### config.mk
export PLATFORM = sky130hd
export DESIGN_NAME = clip_fmt_top
export DESIGN_NICKNAME = d
export VERILOG_FILES = /design/src/rtl/clip_fmt_pkg.sv /design/src/rtl/cf_sat.sv /design/src/rtl/cf_outfmt.sv /design/src/rtl/cf_infmt.sv /design/src/rtl/clip_fmt_top.sv
export SDC_FILE = /design/constraint.sdc
export NUM_CORES = 1
export LEC_CHECK = 0
export ABC_AREA = 1
export CORE_MARGIN = 1
export CORE_UTILIZATION = 50
export CTS_CLUSTER_SIZE = 24
export DETAILED_ROUTE_END_ITERATION = 16
export DONT_BUFFER_PORTS = 1
export HOLD_SLACK_MARGIN = 0.03
export PLACE_DENSITY_LB_ADDON = 0.15
export RECOVER_POWER = 25
export SYNTH_ARGS = -nofsm -noshare
export SYNTH_HDL_FRONTEND = slang
export SYNTH_SLANG_ARGS = --single-unit
### constraint.sdc
create_clock -name clk -period 2.49 [get_ports clk]
set_input_delay 0.498 -clock clk [delete_from_list [all_inputs] [get_ports clk]]
set_output_delay 0.498 -clock clk [all_outputs]
set_load 0.03 [all_outputs]
### src/rtl/clip_fmt_pkg.sv
package clip_fmt_pkg;
  typedef enum logic {
    DIR_FWD = 1'b0,
    DIR_INV = 1'b1
  } xform_dir_e;

  typedef enum logic {
    PIXW_NARROW = 1'b0,
    PIXW_WIDE   = 1'b1
  } pix_width_e;
endpackage

### src/rtl/cf_sat.sv
// Saturates a signed IN_W-bit value to a signed OUT_W-bit value.
module cf_sat #(
  parameter int IN_W  = 16,
  parameter int OUT_W = 12
) (
  input  logic [IN_W-1:0]  val_i,
  output logic [OUT_W-1:0] val_o
);
  localparam int HI_W = IN_W - OUT_W;  // number of bits above the kept sign bit

  logic             sgn;
  logic [HI_W-1:0]  upper;
  logic             pos_ovf;
  logic             neg_ovf;

  assign sgn     = val_i[IN_W-1];
  assign upper   = val_i[IN_W-2:OUT_W-1];
  assign pos_ovf = !sgn && (upper != '0);
  assign neg_ovf = sgn && (upper != '1);

  always_comb begin
    if (pos_ovf)      val_o = {1'b0, {(OUT_W-1){1'b1}}};
    else if (neg_ovf) val_o = {1'b1, {(OUT_W-1){1'b0}}};
    else              val_o = val_i[OUT_W-1:0];
  end
endmodule

### src/rtl/cf_outfmt.sv
// Clips the wide result for the active mode and places it on the bus.
module cf_outfmt
  import clip_fmt_pkg::*;
#(
  parameter int RES_W  = 16,
  parameter int BUS_W  = 12,
  parameter int PIX_NW = 8,
  parameter int PIX_WW = 9
) (
  input  logic [RES_W-1:0] res_i,
  input  logic             inv_i,
  input  logic             pix9_i,
  output logic [BUS_W-1:0] word_o
);
  localparam int PAD_NW = BUS_W - PIX_NW;
  localparam int PAD_WW = BUS_W - PIX_WW;

  logic [BUS_W-1:0]  coef;
  logic [PIX_WW-1:0] pix_w;
  logic [PIX_NW-1:0] pix_n;
  xform_dir_e        dir;
  pix_width_e        pw;

  assign dir = xform_dir_e'(inv_i);
  assign pw  = pix_width_e'(pix9_i);

  cf_sat #(.IN_W(RES_W), .OUT_W(BUS_W))  u_sat_coef (.val_i(res_i), .val_o(coef));
  cf_sat #(.IN_W(RES_W), .OUT_W(PIX_WW)) u_sat_pixw (.val_i(res_i), .val_o(pix_w));
  cf_sat #(.IN_W(RES_W), .OUT_W(PIX_NW)) u_sat_pixn (.val_i(res_i), .val_o(pix_n));

  always_comb begin
    if (dir == DIR_FWD)       word_o = coef;
    else if (pw == PIXW_WIDE) word_o = {pix_w, {PAD_WW{1'b0}}};
    else                      word_o = {pix_n, {PAD_NW{1'b0}}};
  end
endmodule

### src/rtl/cf_infmt.sv
// Reads a pixel or a coefficient from the input bus and sign-extends it.
module cf_infmt
  import clip_fmt_pkg::*;
#(
  parameter int RES_W  = 16,
  parameter int BUS_W  = 12,
  parameter int PIX_NW = 8,
  parameter int PIX_WW = 9
) (
  input  logic [BUS_W-1:0] din_i,
  input  logic             inv_i,
  input  logic             pix9_i,
  output logic [RES_W-1:0] ext_o
);
  localparam int EXT_C = RES_W - BUS_W;
  localparam int EXT_W = RES_W - PIX_WW;
  localparam int EXT_N = RES_W - PIX_NW;

  logic [PIX_WW-1:0] top_w;
  logic [PIX_NW-1:0] top_n;

  assign top_w = din_i[BUS_W-1 -: PIX_WW];
  assign top_n = din_i[BUS_W-1 -: PIX_NW];

  always_comb begin
    if (xform_dir_e'(inv_i) == DIR_INV)
      ext_o = {{EXT_C{din_i[BUS_W-1]}}, din_i};
    else if (pix_width_e'(pix9_i) == PIXW_WIDE)
      ext_o = {{EXT_W{top_w[PIX_WW-1]}}, top_w};
    else
      ext_o = {{EXT_N{top_n[PIX_NW-1]}}, top_n};
  end
endmodule

### src/rtl/clip_fmt_top.sv
module clip_fmt_top #(
  parameter int RES_W  = 16,
  parameter int BUS_W  = 12,
  parameter int PIX_NW = 8,
  parameter int PIX_WW = 9
) (
  input  logic             clk,
  input  logic             rst,
  input  logic [RES_W-1:0] res_i,
  input  logic             res_vld_i,
  input  logic             inv_i,
  input  logic             pix9_i,
  input  logic             oe_i,
  input  logic [BUS_W-1:0] din_i,
  input  logic             din_vld_i,
  output logic [BUS_W-1:0] dout_o,
  output logic             dout_vld_o,
  output logic             bus_en_o,
  output logic [RES_W-1:0] sx_o,
  output logic             sx_vld_o
);
  logic [BUS_W-1:0] word;
  logic [RES_W-1:0] ext;

  cf_outfmt #(.RES_W(RES_W), .BUS_W(BUS_W), .PIX_NW(PIX_NW), .PIX_WW(PIX_WW)) u_outfmt (
    .res_i (res_i),
    .inv_i (inv_i),
    .pix9_i(pix9_i),
    .word_o(word)
  );

  cf_infmt #(.RES_W(RES_W), .BUS_W(BUS_W), .PIX_NW(PIX_NW), .PIX_WW(PIX_WW)) u_infmt (
    .din_i (din_i),
    .inv_i (inv_i),
    .pix9_i(pix9_i),
    .ext_o (ext)
  );

  always_ff @(posedge clk) begin
    if (rst) begin
      dout_o     <= '0;
      dout_vld_o <= 1'b0;
      bus_en_o   <= 1'b0;
      sx_o       <= '0;
      sx_vld_o   <= 1'b0;
    end else begin
      dout_vld_o <= res_vld_i;
      bus_en_o   <= oe_i;
      sx_vld_o   <= din_vld_i;
      if (res_vld_i) dout_o <= word;
      if (din_vld_i) sx_o   <= ext;
    end
  end
endmodule

==> flow_summary.toml, run 1 <==
[outcome]
status = "completed"

[synth]
ys_seq_area_share_pct = 34.0
yosysTopAreaCell = "dfxtp_1"
ys_warn_count = 0
synth_fp_nets = 262
ys_ff_latch = 27
synth_commonest_cells = "nand2_1, dfxtp_1, inv_1"
synth_top_flop_cell = "dfxtp_1"
synthArstFlopShare_pct = 0
synth_cell_types = 24
yosysMostFrequentCell = "nand2_1"
syn_inst = 227
synth_edf_count = 0
syn-cell-area_um2 = 1590
synth_area_per_cell_um2 = 7.01
synth_top_cell_area_share_pct = 34.0
synth_area_leaders = "dfxtp_1, nand2_1, a21oi_2"

[sta]
whs_ns = 0.214
setup_violations = 0
finalHoldViolCount = 0
fin_crit_ns = 1.57
layout_setup_ws_ns = 0.925
rsz0062_at_grt = "no"
maxSlewHeadroom_pct = 56.1
slew_violations = 0
timing.fmax_ghz = 0.639
clock_skew_ns = 0
finalSetupTns_ns = 0
tightest_slew_ns = 0.658
layout_worst_path_cycle_share_pct = 62.9

[critical_path]
slowest_stage = "buf_4"
worstSetupEndpointType = "output port"
crit_chain = "buf_4"
path_max_fanout = 5
cp_top_family = "buffers and inverters"
critical_path_buf_inv_count = 1
r2r-start = "dout_o[3]$_SDFFE_PP0P_"
rrSetupSlack_ns = 1.60
path_class = "flop to output port"
cp-startpoint = "sx_o[11]$_SDFFE_PP0P_"
start_kind = "flop"
arrival_ns = 1.07
cp_slowest_stage_delay_ns = 0.38
cp.required_ns = 1.99

[clock_network]
clk_pin_slew_ns = 0.15
ctsHoldBuffers = 0
h-tree-depth = 1
cts_tree = "built"
cts_setup_buffers = 0
root_buffer = "clkbuf_4"
clockBufferDepth = 2
cts_buffers = 3
clk_latency_ns = 0.32
cts_resized = 0
cts_num_sinks = 27

[grt]
grt_util_all_layers_pct = 21.7
grt_max_degree = 23
gr-total-overflow = 0
grt_pass1_vias = 1385
grt_pass1_wl_mm = 5.82
antenna_found_initial = 0

[final_layout]
diodes = 0
multi_input_area_um2 = 868
syn2layout_area_growth_pct = 0.471
seq_area_um2 = 541
drive_gt1_share_pct = 17.0
fillCellCount = 305
nets = 254

[route]
wirelength_mm = 3.63
num_vias = 1474
wire_per_inst_um = 13.8
dr.pass1.iters = 4
drt_iter0_markers = 66
routed_via_density = 5.63
drc = 0
ant_nets = 0

[placed_design]
post-dp-hpwl_mm = 2.72
routabilityCongestion = 0.829
port_buffers = 0
pre_cts_slack_ns = 0.830

[floorplanning]
dieWidth_um = 58.4
dieArea_um2 = 3410
die_y_um = 58.4
fp.coreArea_um2 = 3030
rows = 20
initial_utilization_pct = 52.6
ios = 66

[power]
max-vdd-ir-drop_v = 0.000197
power_density_nw_per_um2 = 551
leakage_nw = 0.663

[job]
maxCapViolCount = 0

[hold_path]
hp-class = "input pin to flop"
holdCritStartpoint = "rst"
[cell families (layout without fill, tap and decap cells)]
| family | Yosys count | count (layout) | share of synthesized area [%] |
|---|---|---|---|
| compound gates | 69 | 69 | 27.9 |
| flops | 27 | 27 | 34.0 |
| buf+inv | 40 | 31 | 11.5 |
| simple gates | 91 | 91 | 26.7 |
[registers in the layout, summed over array words and instances, names as in the netlist]
register and cells:
dout_o 12, sx_o 12, bus_en_o 1, dout_vld_o 1, sx_vld_o 1
[metal layers]
metal / part of all wire, % / global-route usage (%) / vias up
met4: 0.63 / 6.46 / 0
met3: 6.7 / 3.96 / 2
met5: 0 / 0 / -
met2: 52 / 41.4 / 50
li1: - / - / 731
met1: 41 / 24.4 / 691
[path summary, 6_finish.rpt]
| check | cells after the start | end |
|---|---|---|
| max | 1 | sx_o[11] |
| min | 1 | dout_o[2]$_SDFFE_PP0P_ |
| max reg2reg | 2 | dout_o[3]$_SDFFE_PP0P_ |
| min reg2reg | 2 | sx_o[11]$_SDFFE_PP0P_ |
[metrics by stage]
step	std cells	instance area [µm²]	power, W	util, %
2_1_floorplan	227	1590	0.000689	-
3_3_place_gp	258	1570	0.000694	51.8
3_5_place_dp	258	1570	0.000699	51.8
4_1_cts	262	1600	0.000891	52.8
5_1_grt	262	1600	0.000930	52.8
6_report	262	1600	0.000882	52.8
[layout by cell type, fill, tap and decap left out, drive strengths merged]
| master | instances |
|---|---|
| o221ai | 3 |
| dfxtp | 27 |
| inv | 25 |
| buf | 1 |
| clkbuf | 3 |
| nor2 | 13 |
| a21oi | 37 |
| nand2 | 53 |
| o21ai | 21 |
| o211ai | 8 |
| clkinv | 1 |
| nand3 | 18 |
| or2 | 6 |
| clkinvlp | 1 |
| nand4 | 1 |
[report_power, final]
part / switching (W) / internal (W)
registers: 0.0000741 / 0.000462
clock network: 0.000133 / 0.0000613
logic: 0.0000985 / 0.0000529
[layout make-up]
class,count,area share [%]
flip-flops and latches,27,33.8
clock buffers,3,1.41
clock inverters,1,0.469
inverters,26,6.10
well taps,44,3.44
repair buffers,1,0.469
multi-input cells,160,54.3
Power figures use the tool's default switching activity.
==> inputs of run 2 (changes only) <==
clock period = 1.5 ns   (was 2.49 ns; I/O delays follow)
==> run 2 against run 1 <==
Net effect: final area is 2.8% higher; sequential power increased by 66%; setup slack got worse by 0.68 ns; critical path depth unchanged; wire length up 3.4%; clock-buffer cell count did not move; sequential share of layout area decreased by 0.93 points; cell count is 1.5% higher; combinational power is 77% higher; first-iteration DRC count rose by 20%; core utilization is 1.5 points higher; die area is the same; critical endpoint unchanged; largest cell class unchanged; highest routed layer unchanged.
==> flow_summary.toml, run 2 (synthesis results as in run 1) <==
[outcome]
status = "completed"

[clock_network]
clk_pin_slew_ns = 0.15
cts_resized = 0
cts_buffers = 3
cts_num_sinks = 27
clockBufferDepth = 2
cts_tree = "built"
clk_latency_ns = 0.32
root_buffer = "clkbuf_4"
h-tree-depth = 1

[placed_design]
placed_cells = 261
routabilityCongestion = 0.858
pre_cts_slack_ns = 0.245
port_buffers = 0
post-dp-hpwl_mm = 2.89

[route]
ant_nets = 0
routed_via_density = 5.53
wire_per_inst_um = 14.1
drc = 0
dr.pass1.iters = 5
drt_iter0_markers = 79
wirelength_mm = 3.75
num_vias = 1472

[grt]
grt.busiest_layer = "met2"
use_met3_pct = 4.40
grt_max_degree = 23
gr-total-overflow = 0
grt_util_met2_pct = 42.9
grt_pass1_wl_mm = 6.01
grt_util_all_layers_pct = 22.5
antenna_found_initial = 0
grt_pass1_vias = 1437
met1_usage_pct = 23.7

[critical_path]
rr_worst_depth = 2
slowest_stage = "dfxtp_1"
critical_path_depth = 1
path_class = "flop to output port"
worstSetupEndpointType = "output port"
start_kind = "flop"
arrival_ns = 0.96
crit_chain = "buf_12"
cp_slowest_stage_delay_ns = 0.41
critical_path_buf_inv_count = 1
cp_top_family = "flip-flops"
path_max_fanout = 5
cp.required_ns = 1.20

[final_layout]
final_common_cell = "nand2_1"
nets = 258
fin_util_pct = 54.3
largest_registers = "dout_o: 12 flops, sx_o: 12 flops"
diodes = 0
final_cell_mix = "nand2_1, dfxtp_1, inv_1"
drive_gt1_share_pct = 18.0
stdcell_count = 266
syn2layout_area_growth_pct = 3.30

[floorplanning]
initial_utilization_pct = 52.6
die_y_um = 58.4
ios = 66
dieWidth_um = 58.4
dieArea_um2 = 3410
fp.coreArea_um2 = 3030
rows = 20

[power]
power_density_nw_per_um2 = 900
leakage_nw = 0.685
finalPower_w = 0.00148
max-vdd-ir-drop_v = 0.000328

[sta]
slew_violations = 0
rsz0062_at_grt = "no"
clock_skew_ns = 0
fin_crit_ns = 1.26
timing.fmax_ghz = 0.794
finalSetupTns_ns = 0
layout_setup_ws_ns = 0.240
layout_worst_path_cycle_share_pct = 84.0
maxSlewHeadroom_pct = 65.9
setup_violations = 0
finalHoldViolCount = 0
tightest_slew_ns = 0.511

[hold_path]
whs_path_depth = 1
hp-class = "input pin to flop"

[job]
maxCapViolCount = 0
## run 2: through the flow
stage          area, µm²  hold WS [ns]
3_3_place_gp        1600         0.371
2_1_floorplan       1590         0.369
5_1_grt             1640        0.0340
3_5_place_dp        1600         0.372
4_1_cts             1640        0.0412
6_report            1640        0.0462
## run 2: power by group
part,leakage (nW),switching (W),total (W),internal (W)
clock network,0.0139,0.000218,0.000320,0.000102
registers,0.224,0.000124,0.000891,0.000767
logic,0.447,0.000169,0.000268,0.0000999
total,0.685,0.000511,0.00148,0.000969
## run 2: final cells by class
type | instances | area (µm²)
Clock buffer | 3 | 22.5
Clock inverter | 1 | 7.51
Fill cell | 309 | 1380
Inverter | 26 | 97.6
Multi-Input combinational cell | 160 | 868
Sequential cell | 27 | 541
Tap cell | 44 | 55.1
Timing Repair Buffer | 5 | 52.6
## run 2: layer usage
layer | wire (µm) | up-vias
met5 | 0 | -
met4 | 72 | 0
met3 | 279 | 8
met2 | 1940 | 58
met1 | 1460 | 662
li1 | - | 744
## run 2: path summary, 6_finish.rpt
| check | start | end | slack (ns) |
|---|---|---|---|
| setup / recovery | sx_o[11]$_SDFFE_PP0P_ | sx_o[11] | 0.24 |
| hold / removal | din_vld_i | sx_o[11]$_SDFFE_PP0P_ | 0.05 |
| setup reg to reg | dout_o[8]$_SDFFE_PP0P_ | dout_o[8]$_SDFFE_PP0P_ | 0.60 |
| hold reg to reg | sx_o[11]$_SDFFE_PP0P_ | sx_o[11]$_SDFFE_PP0P_ | 0.60 |
## run 2: repair_timing
action                                 in CTS  in global routing
hold buffers                                1                  0
buffers inserted                            0                  0
endpoints found under the hold margin       6                  0
